File: src/rtl/opres_pkg.sv
package opres_pkg;
  typedef enum logic [1:0] {SP_IRAM = 2'd0, SP_SFR = 2'd1, SP_XDATA = 2'd2, SP_IMM = 2'd3} space_e;
  typedef enum logic [2:0] {
    M_REG = 3'd0, M_DIR = 3'd1, M_IND8 = 3'd2, M_INDDP = 3'd3,
    M_IMM8 = 3'd4, M_IMM16 = 3'd5, M_RSV6 = 3'd6, M_RSV7 = 3'd7
  } mode_e;
  typedef struct packed {
    logic selReg;
    logic selDir;
    logic selPtr0;
    logic selPtr1;
    logic selDptr;
    logic selImm8;
    logic selImm16;
  } strobe_t;
endpackage

File: src/rtl/opres_ctrl.sv
module opres_ctrl
  import opres_pkg::*;
#(
  parameter int PSW = 3
) (
  input  logic           clk,
  input  logic           rstN,
  input  logic [2:0]     modeIn,
  input  logic           isDest,
  input  logic           dstWide,
  input  logic [PSW-1:0] ptrSel,
  output strobe_t        strobes
);
  mode_e mode;
  assign mode = mode_e'(modeIn);

  always_comb begin
    strobes = '0;
    unique case (mode)
      M_REG:   strobes.selReg   = 1'b1;
      M_DIR:   strobes.selDir   = 1'b1;
      M_IND8: begin
        strobes.selPtr0 = (ptrSel == PSW'(0));
        strobes.selPtr1 = (ptrSel == PSW'(1));
      end
      M_INDDP: strobes.selDptr  = 1'b1;
      M_IMM8:  strobes.selImm8  = !isDest && !dstWide;
      M_IMM16: strobes.selImm16 = !isDest && dstWide;
      default: strobes = '0;
    endcase
  end

  // the strobes are one-hot or empty, never two at once
  a_r8_onehot: assert property (@(posedge clk) disable iff (!rstN)
    $onehot0(strobes));
  // an immediate used as a destination raises no strobe
  a_r7_imm_dest: assert property (@(posedge clk) disable iff (!rstN)
    (isDest && (modeIn == 3'd4 || modeIn == 3'd5)) |-> (strobes == '0));
  // pointer values other than 0 and 1 raise no strobe
  a_r3_bad_ptr: assert property (@(posedge clk) disable iff (!rstN)
    (modeIn == 3'd2 && ptrSel > PSW'(1)) |-> (strobes == '0));
endmodule

File: src/rtl/opres_dp.sv
module opres_dp
  import opres_pkg::*;
#(
  parameter int DW    = 8,
  parameter int PW    = 16,
  parameter int NREG  = 8,
  parameter int NBANK = 4
) (
  input  logic           clk,
  input  logic           rstN,
  input  strobe_t        strobes,
  input  logic [$clog2(NBANK)-1:0] bankSel,
  input  logic [DW-1:0]  opByte,
  input  logic [DW-1:0]  opHi,
  input  logic [DW-1:0]  r0Val,
  input  logic [DW-1:0]  r1Val,
  input  logic [PW-1:0]  dptrVal,
  output logic [1:0]     spaceOut,
  output logic [PW-1:0]  addrOut,
  output logic [PW-1:0]  immOut,
  output logic           validOut
);
  localparam int RW = $clog2(NREG);
  localparam int BW = $clog2(NBANK);
  localparam logic [PW-1:0] REG_TOP = PW'(NREG * NBANK);

  space_e space;

  always_comb begin
    space   = SP_IRAM;
    addrOut = '0;
    immOut  = '0;
    if (strobes.selReg) begin
      addrOut = PW'({bankSel, opByte[RW-1:0]});
    end
    if (strobes.selDir) begin
      addrOut = PW'(opByte);
      space   = opByte[DW-1] ? SP_SFR : SP_IRAM;
    end
    if (strobes.selPtr0) addrOut = PW'(r0Val);
    if (strobes.selPtr1) addrOut = PW'(r1Val);
    if (strobes.selDptr) begin
      addrOut = dptrVal;
      space   = SP_XDATA;
    end
    if (strobes.selImm8) begin
      immOut = PW'(opByte);
      space  = SP_IMM;
    end
    if (strobes.selImm16) begin
      immOut = PW'({opHi, opByte});
      space  = SP_IMM;
    end
  end

  assign spaceOut = space;
  assign validOut = |strobes;

  // register operands stay inside the bank area
  a_r1_reg_range: assert property (@(posedge clk) disable iff (!rstN)
    strobes.selReg |-> (addrOut < REG_TOP && spaceOut == 2'd0));
  // direct space follows the top address bit
  a_r2_dir_space: assert property (@(posedge clk) disable iff (!rstN)
    strobes.selDir |-> (spaceOut == {1'b0, opByte[DW-1]}));
  // 8-bit pointers never reach SFR space or high addresses
  a_r3_ptr_iram: assert property (@(posedge clk) disable iff (!rstN)
    (strobes.selPtr0 || strobes.selPtr1) |-> (spaceOut == 2'd0 && addrOut[PW-1:DW] == '0));
  // immediates carry no address
  a_r5_imm_noaddr: assert property (@(posedge clk) disable iff (!rstN)
    (spaceOut == 2'd3) |-> (addrOut == '0 && validOut));
  // invalid operands are fully zeroed
  a_r8_invalid_zero: assert property (@(posedge clk) disable iff (!rstN)
    !validOut |-> (addrOut == '0 && immOut == '0 && spaceOut == 2'd0));
  // non-immediate operands leave the immediate at zero
  a_r9_imm_zero: assert property (@(posedge clk) disable iff (!rstN)
    (validOut && spaceOut != 2'd3) |-> (immOut == '0));
endmodule

File: src/rtl/opnd_resolver.sv
module opnd_resolver
  import opres_pkg::*;
#(
  parameter int DW      = 8,
  parameter int PW      = 16,
  parameter int NREG    = 8,
  parameter int NBANK   = 4,
  parameter bit REG_OUT = 1'b0
) (
  input  logic          clk,
  input  logic          rstN,
  input  logic [2:0]    modeIn,
  input  logic          isDest,
  input  logic          dstWide,
  input  logic [$clog2(NBANK)-1:0] bankSel,
  input  logic [DW-1:0] opByte,
  input  logic [DW-1:0] opHi,
  input  logic [DW-1:0] r0Val,
  input  logic [DW-1:0] r1Val,
  input  logic [PW-1:0] dptrVal,
  output logic [1:0]    spaceOut,
  output logic [PW-1:0] addrOut,
  output logic [PW-1:0] immOut,
  output logic          validOut
);
  localparam int PSW = $clog2(NREG);

  strobe_t       strobes;
  logic [1:0]    dpSpace;
  logic [PW-1:0] dpAddr;
  logic [PW-1:0] dpImm;
  logic          dpValid;

  opres_ctrl #(.PSW(PSW)) uCtrl (
    .clk(clk), .rstN(rstN), .modeIn(modeIn), .isDest(isDest),
    .dstWide(dstWide), .ptrSel(opByte[PSW-1:0]), .strobes(strobes)
  );

  opres_dp #(.DW(DW), .PW(PW), .NREG(NREG), .NBANK(NBANK)) uDp (
    .clk(clk), .rstN(rstN), .strobes(strobes), .bankSel(bankSel),
    .opByte(opByte), .opHi(opHi), .r0Val(r0Val), .r1Val(r1Val),
    .dptrVal(dptrVal), .spaceOut(dpSpace), .addrOut(dpAddr),
    .immOut(dpImm), .validOut(dpValid)
  );

  generate
    if (REG_OUT) begin : gReg
      always_ff @(posedge clk or negedge rstN) begin
        if (!rstN) begin
          spaceOut <= '0;
          addrOut  <= '0;
          immOut   <= '0;
          validOut <= 1'b0;
        end else begin
          spaceOut <= dpSpace;
          addrOut  <= dpAddr;
          immOut   <= dpImm;
          validOut <= dpValid;
        end
      end
      // registered outputs trail the resolved value by one cycle
      a_r10_delay: assert property (@(posedge clk) disable iff (!rstN)
        1'b1 |=> (addrOut == $past(dpAddr) && validOut == $past(dpValid)));
    end else begin : gComb
      assign spaceOut = dpSpace;
      assign addrOut  = dpAddr;
      assign immOut   = dpImm;
      assign validOut = dpValid;
    end
  endgenerate
endmodule

File: config.mk
export PLATFORM = sky130hd
export DESIGN_NAME = opnd_resolver
export DESIGN_NICKNAME = d
export VERILOG_FILES = /design/src/rtl/opres_pkg.sv /design/src/rtl/opres_ctrl.sv /design/src/rtl/opres_dp.sv /design/src/rtl/opnd_resolver.sv
export SDC_FILE = /design/constraint.sdc
export NUM_CORES = 1
export LEC_CHECK = 0
export BUFFER_PORTS_ARGS = -buffer_cell sky130_fd_sc_hd__buf_2
export CORE_ASPECT_RATIO = 1.2
export CORE_UTILIZATION = 30
export DETAILED_ROUTE_END_ITERATION = 16
export PLACE_DENSITY = 0.82
export SYNTH_ARGS = -nofsm -noshare
export SYNTH_HDL_FRONTEND = slang
export SYNTH_SLANG_ARGS = --single-unit
File: constraint.sdc
create_clock -name vclk -period 2.2
set_clock_uncertainty 0.15 [all_clocks]
set_input_delay 0.33 -clock vclk [all_inputs]
set_output_delay 0.33 -clock vclk [all_outputs]
set_load 0.02 [all_outputs]
==> results of run 1 <==
-- logic make-up after synthesis --
kind of cell              after synthesis  synth area share
buffers and inverters                  10            0.0754
AOI/OAI and AO/OA                      23             0.322
muxes                                   8             0.142
and+or+nand+nor                        43             0.446
xor gates and xnor gates                1            0.0155
-- routing by layer --
layer	vias to the layer above	GRT usage	wire, µm
met5	-	0	0
met4	0	0	0
met3	0	0.0110	119
met2	42	0.484	1390
met1	421	0.244	882
li1	497	-	-
-- critical path, delay by kind of cell --
kind	cells	cell delay (ns)
simple gates	2	0.95
compound gates	1	0.24
buf+inv	2	0.23
-- cell type report --
class	count	area, µm²	area share
inverters	2	7.51	0.00659
multi-input cells	75	544	0.477
well taps	18	22.5	0.0198
repair buffers	100	566	0.496
-- final timing paths --
kind	startpoint	end	slack, ns	cells past startpoint
setup / recovery	opByte[1]	addrOut[6]	-0.03	5
hold / removal	opHi[6]	immOut[14]	0.83	3
-- cell usage after synthesis, types with 2 or more instances --
cell                       number  area (µm²)
sky130_fd_sc_hd__and2_1        23         144
sky130_fd_sc_hd__clkbuf_1       5        18.8
sky130_fd_sc_hd__inv_1          2        7.51
sky130_fd_sc_hd__mux2i_1        8        80.1
sky130_fd_sc_hd__nand2_1        3        11.3
sky130_fd_sc_hd__nand3_1        2        10.0
sky130_fd_sc_hd__nor2_1         7        26.3
sky130_fd_sc_hd__o21a_1         4        30.0
sky130_fd_sc_hd__o21bai_1       2        15.0
sky130_fd_sc_hd__o221a_1        3        33.8
sky130_fd_sc_hd__o22ai_1        6        37.5
sky130_fd_sc_hd__o32ai_1        4        35.0
-- where the power goes --
group	internal (mW)	leakage (nW)	switching [mW]
clock network	0	0	0
registers	0	0	0
logic	0.102	0.682	0.0970
-- repair_timing --
item	4_1_cts	5_1_grt
endpoints found under the setup margin	16	6
hold buffers	0	0
resized for setup	13	3
pin swaps	5	1
-- through the flow --
stage	hold slack [ns]	worst slack (ns)
final	0.829	-0.0281
after global routing	0.833	-0.0578
after CTS	0.830	-0.0324
after detailed placement	0.830	-0.159
after global placement	0.826	-0.0951
after floorplan	0.661	-0.0199
==> metrics, run 1 <==
Final Power about 0.2 mW; antenna-violating nets left 0; total power divided by cell area 175 nW/µm²; Layout Cells excl Fill between 150 and 200; count of standard-cell rows 16; slew at the pin closest to its max-slew limit 0.364 ns; antenna violations before repair 0; run status finished with violations; average routed wire per standard cell around 12 µm; ordered cell list for the critical path buf_6, or4b_4, or3b_4, o221a_1, buf_6; fill cell count about 140; sequential-to-total area share from yosys stat 0; Crit Path Class in2out; final core area utilization 0.670; Final HPWL DP about 2 mm; die area just over 2000 µm²; Congestion Overflow GR 0; Port-buffer cells 90; area inside the core boundary about 1700 µm²; area grow syn2layout 102%; final design area excluding fillers 1140 µm²; kind of end point of the critical path output port; first drt pass iteration count 4; via count of the first global-routing pass between 900 and 1,000; post-synthesis area per instance between 6 and 7 µm²; leakage power total slightly below 0.7 nW; post-detailed-route via-to-cell ratio slightly below 5; num ports just over 90; # placed instances around 200; area occupied by registers 0 µm²; fraction of layout cells with a size suffix above 1 0.605; routed wire length 2.39 mm; number of sequential cells in the layout 0; Netlist Area Pre-Place 564 µm²; # DRC 0; most common cell after layout, fill and taps aside sky130_fd_sc_hd__buf_2; final worst setup slack -0.0281 ns; violations in the final reports negative setup slack; post-synth cell types 28; count of mapped cells out of synthesis 85; overall routing resource usage 0.225; Die W slightly above 40 µm; Arrival @ worst endpoint ~1.8 ns; max capacitance violation total 0; Critical Path Fanout Max 3; buffer count from post-CTS setup fixing 0; shortest clock period the worst path allows after layout ~2.2 ns; Setup Total Neg Slack -0.0645 ns; slowest cell on the critical path sky130_fd_sc_hd__or4b_4; placer's final routability congestion estimate between 0.7 and 0.8; Yosys warning count 0; endpoints failing setup 3; Syn Nets approximately 140; RSZ-0062 raised after global routing true; Die Height approximately 50 µm; top achievable clock speed between 0.4 and 0.5 GHz; startpoint type of the worst setup path input port; Post-DP Area 1080 µm²; wire length of the first global-routing pass 3.89 mm; Starting Density 0.332; DR vias 960; relative slew slack 0.756; count of antenna diodes in the layout 0; number of max-slew violations in the final report 0; largest net degree at the start of global routing 17; number of hold violations in the final report 0; final worst-path cycle share 1.01; endpoint required time on the critical path about 1.7 ns; Tightest Hold Check Type in2out; count of clock-net buffers in the final layout 0; Max IR drop VDD 0.108 mV; violation count after the first detailed-route iteration 8; library cell appearing most often on the critical path sky130_fd_sc_hd__buf_6; delay contributed by the slowest stage of the critical path around 0.55 ns; commonest cells after routing, fill and taps aside sky130_fd_sc_hd__buf_2 (83), sky130_fd_sc_hd__and2_1 (23), sky130_fd_sc_hd__buf_4 (11); final-stage net count around 240
Note: power is estimated with default switching activity, not from simulation.
==> run 2: changes to the inputs <==
--- a/config.mk
+++ b/config.mk
@@ -7,9 +7,9 @@
 export LEC_CHECK = 0
 export BUFFER_PORTS_ARGS = -buffer_cell sky130_fd_sc_hd__buf_2
 export CORE_ASPECT_RATIO = 1.2
-export CORE_UTILIZATION = 30
+export CORE_UTILIZATION = 32
 export DETAILED_ROUTE_END_ITERATION = 16
-export PLACE_DENSITY = 0.82
+export PLACE_DENSITY = 0.95
 export SYNTH_ARGS = -nofsm -noshare
 export SYNTH_HDL_FRONTEND = slang
 export SYNTH_SLANG_ARGS = --single-unit
==> constraint.sdc (replaced) <==
create_clock -name vclk -period 2.69
set_clock_uncertainty 0.15 [all_clocks]
set_input_delay 0.4035 -clock vclk [all_inputs]
set_output_delay 0.4035 -clock vclk [all_outputs]
set_load 0.02 [all_outputs]
==> run 2 against run 1 <==
Effect of this change:
- the run now ends clean
- critical path depth rose by 1
- sequential cell count did not move
- critical endpoint unchanged
- via count fell by 3.1%
- power fell by 28%
- first-iteration DRC count fell by 25%
- count of clock-buffer cells in the layout did not move
==> metrics, run 2 (same netlist as run 1, synthesis figures left out) <==
most common cell after layout, fill and taps aside sky130_fd_sc_hd__buf_2 (unchanged); DR vias 930 (was 960); Max IR drop VDD 0.0738 mV (was 0.108 mV); num ports 92 (unchanged); cts-stage hold buffer count 0 (unchanged); Port-buffer cells 90 (unchanged); Die Height 48 µm (was 49.5 µm); post-detailed-route via-to-cell ratio 4.92 (about the same); kind of end point of the critical path output port (unchanged); max capacitance violation total 0 (unchanged); final design area excluding fillers 1030 µm² (was 1140 µm²); run status complete, no violations (was finished with violations); Arrival @ worst endpoint 1.95 ns (was 1.75 ns); first drt pass iteration count 4 (unchanged); Starting Density 0.344 (was 0.332); Crit Path Class in2out (unchanged); average routed wire per standard cell 12.2 µm (about the same); start point of the critical path opByte[2] (was opByte[1]); post_cts resized 0 (was 13); relative slew slack 0.725 (was 0.756); leakage power total 0.636 nW (was 0.682 nW); count of standard-cell rows 16 (unchanged); count of antenna diodes in the layout 0 (unchanged); buffer count from post-CTS setup fixing 0 (unchanged); Setup Total Neg Slack 0 ns (was -0.0645 ns); commonest cells after routing, fill and taps aside sky130_fd_sc_hd__buf_2 (90), sky130_fd_sc_hd__and2_1 (23), sky130_fd_sc_hd__mux2i_1 (8) (was sky130_fd_sc_hd__buf_2 (83), sky130_fd_sc_hd__and2_1 (23), sky130_fd_sc_hd__buf_4 (11)); area inside the core boundary 1640 µm² (was 1700 µm²); total power divided by cell area 140 nW/µm² (was 175 nW/µm²); top achievable clock speed around 0.4 GHz; overall routing resource usage 0.214 (was 0.225); number of sequential cells in the layout 0 (unchanged); startpoint type of the worst setup path input port (unchanged); violation count after the first detailed-route iteration 6 (was 8); area occupied by registers 0 µm² (unchanged); fraction of layout cells with a size suffix above 1 0.561 (was 0.605); routed wire length 2.31 mm (was 2.39 mm); shortest clock period the worst path allows after layout approximately 2.5 ns; area grow syn2layout 82.9% (was 102%); Tightest Hold Check Type in2out (unchanged); final-stage net count 230 (was 236); Die W 40.3 µm (was 41.6 µm); die area 1940 µm² (was 2060 µm²); slew at the pin closest to its max-slew limit 0.410 ns (was 0.364 ns); antenna violations before repair 0 (unchanged); endpoints failing setup 0 (was 3); final worst-path cycle share 0.929; placer's final routability congestion estimate 0.701 (was 0.743); Final HPWL DP 1.95 mm (was 2.03 mm); antenna-violating nets left 0 (unchanged); largest net degree at the start of global routing 17 (unchanged); wire length of the first global-routing pass 3.01 mm (was 3.89 mm); # DRC 0 (unchanged); Congestion Overflow GR 0 (unchanged); RSZ-0062 raised after global routing false (was true); endpoint required time on the critical path 2.14 ns (was 1.72 ns); number of max-slew violations in the final report 0 (unchanged); fill cell count 157 (was 142); count of clock-net buffers in the final layout 0 (unchanged); Post-DP Area 1030 µm² (was 1080 µm²); Critical Path Fanout Max 7 (was 3); number of hold violations in the final report 0 (unchanged); termination of the worst setup path addrOut[6] (unchanged); via count of the first global-routing pass 745 (was 904)
-- run 2: area by class of cell --
class	instances	area (µm²)	share of cell area
Tap cell	18	22.5	0.0218
Inverter	2	7.51	0.00727
Multi-Input combinational cell	75	522	0.505
Timing Repair Buffer	94	480	0.465
-- run 2: through the flow --
step                instances  worst slack (ns)  hold WS [ns]  utilization  total power, mW
floorplan                  85             0.323         0.808            -           0.0773
global placement          189             0.264         0.972        0.629            0.140
detailed placement        189             0.198         0.973        0.629            0.144
CTS                       189             0.195         0.973        0.629            0.145
global route              189             0.124         0.989        0.629            0.158
finish                    189             0.190         0.972        0.629            0.144
-- run 2: worst min path at each step --
| stage | end | slack, ns | cells after the start | startpoint |
|---|---|---|---|---|
| 2_1_floorplan | immOut[7] | 0.81 | 2 | opByte[7] |
| 3_3_place_gp | immOut[10] | 0.97 | 3 | opHi[2] |
| 3_5_place_dp | immOut[10] | 0.97 | 3 | opHi[2] |
| 4_1_cts | immOut[10] | 0.97 | 3 | opHi[2] |
| 5_1_grt | addrOut[14] | 0.99 | 3 | dptrVal[14] |
| 6_report | immOut[10] | 0.97 | 3 | opHi[2] |
-- run 2: per-layer routing --
metal | global-route usage | part of all wire
met3 | 0.00465 | 0.073
met4 | 0 | 0
met1 | 0.269 | 0.40
met5 | 0 | 0
met2 | 0.416 | 0.52
-- run 2: critical path, cell delays in order --
cell and delay (ns):
sky130_fd_sc_hd__buf_2 0.12, sky130_fd_sc_hd__or4b_1 0.55, sky130_fd_sc_hd__buf_4 0.19, sky130_fd_sc_hd__o32ai_1 0.31
sky130_fd_sc_hd__o221a_1 0.22, sky130_fd_sc_hd__buf_2 0.16
-- run 2: power breakdown --
| part | switching (mW) | internal [mW] | total [mW] | leakage [nW] |
|---|---|---|---|---|
| Clock | 0 | 0 | 0 | 0 |
| Sequential | 0 | 0 | 0 | 0 |
| Combinational | 0.0748 | 0.0692 | 0.144 | 0.636 |
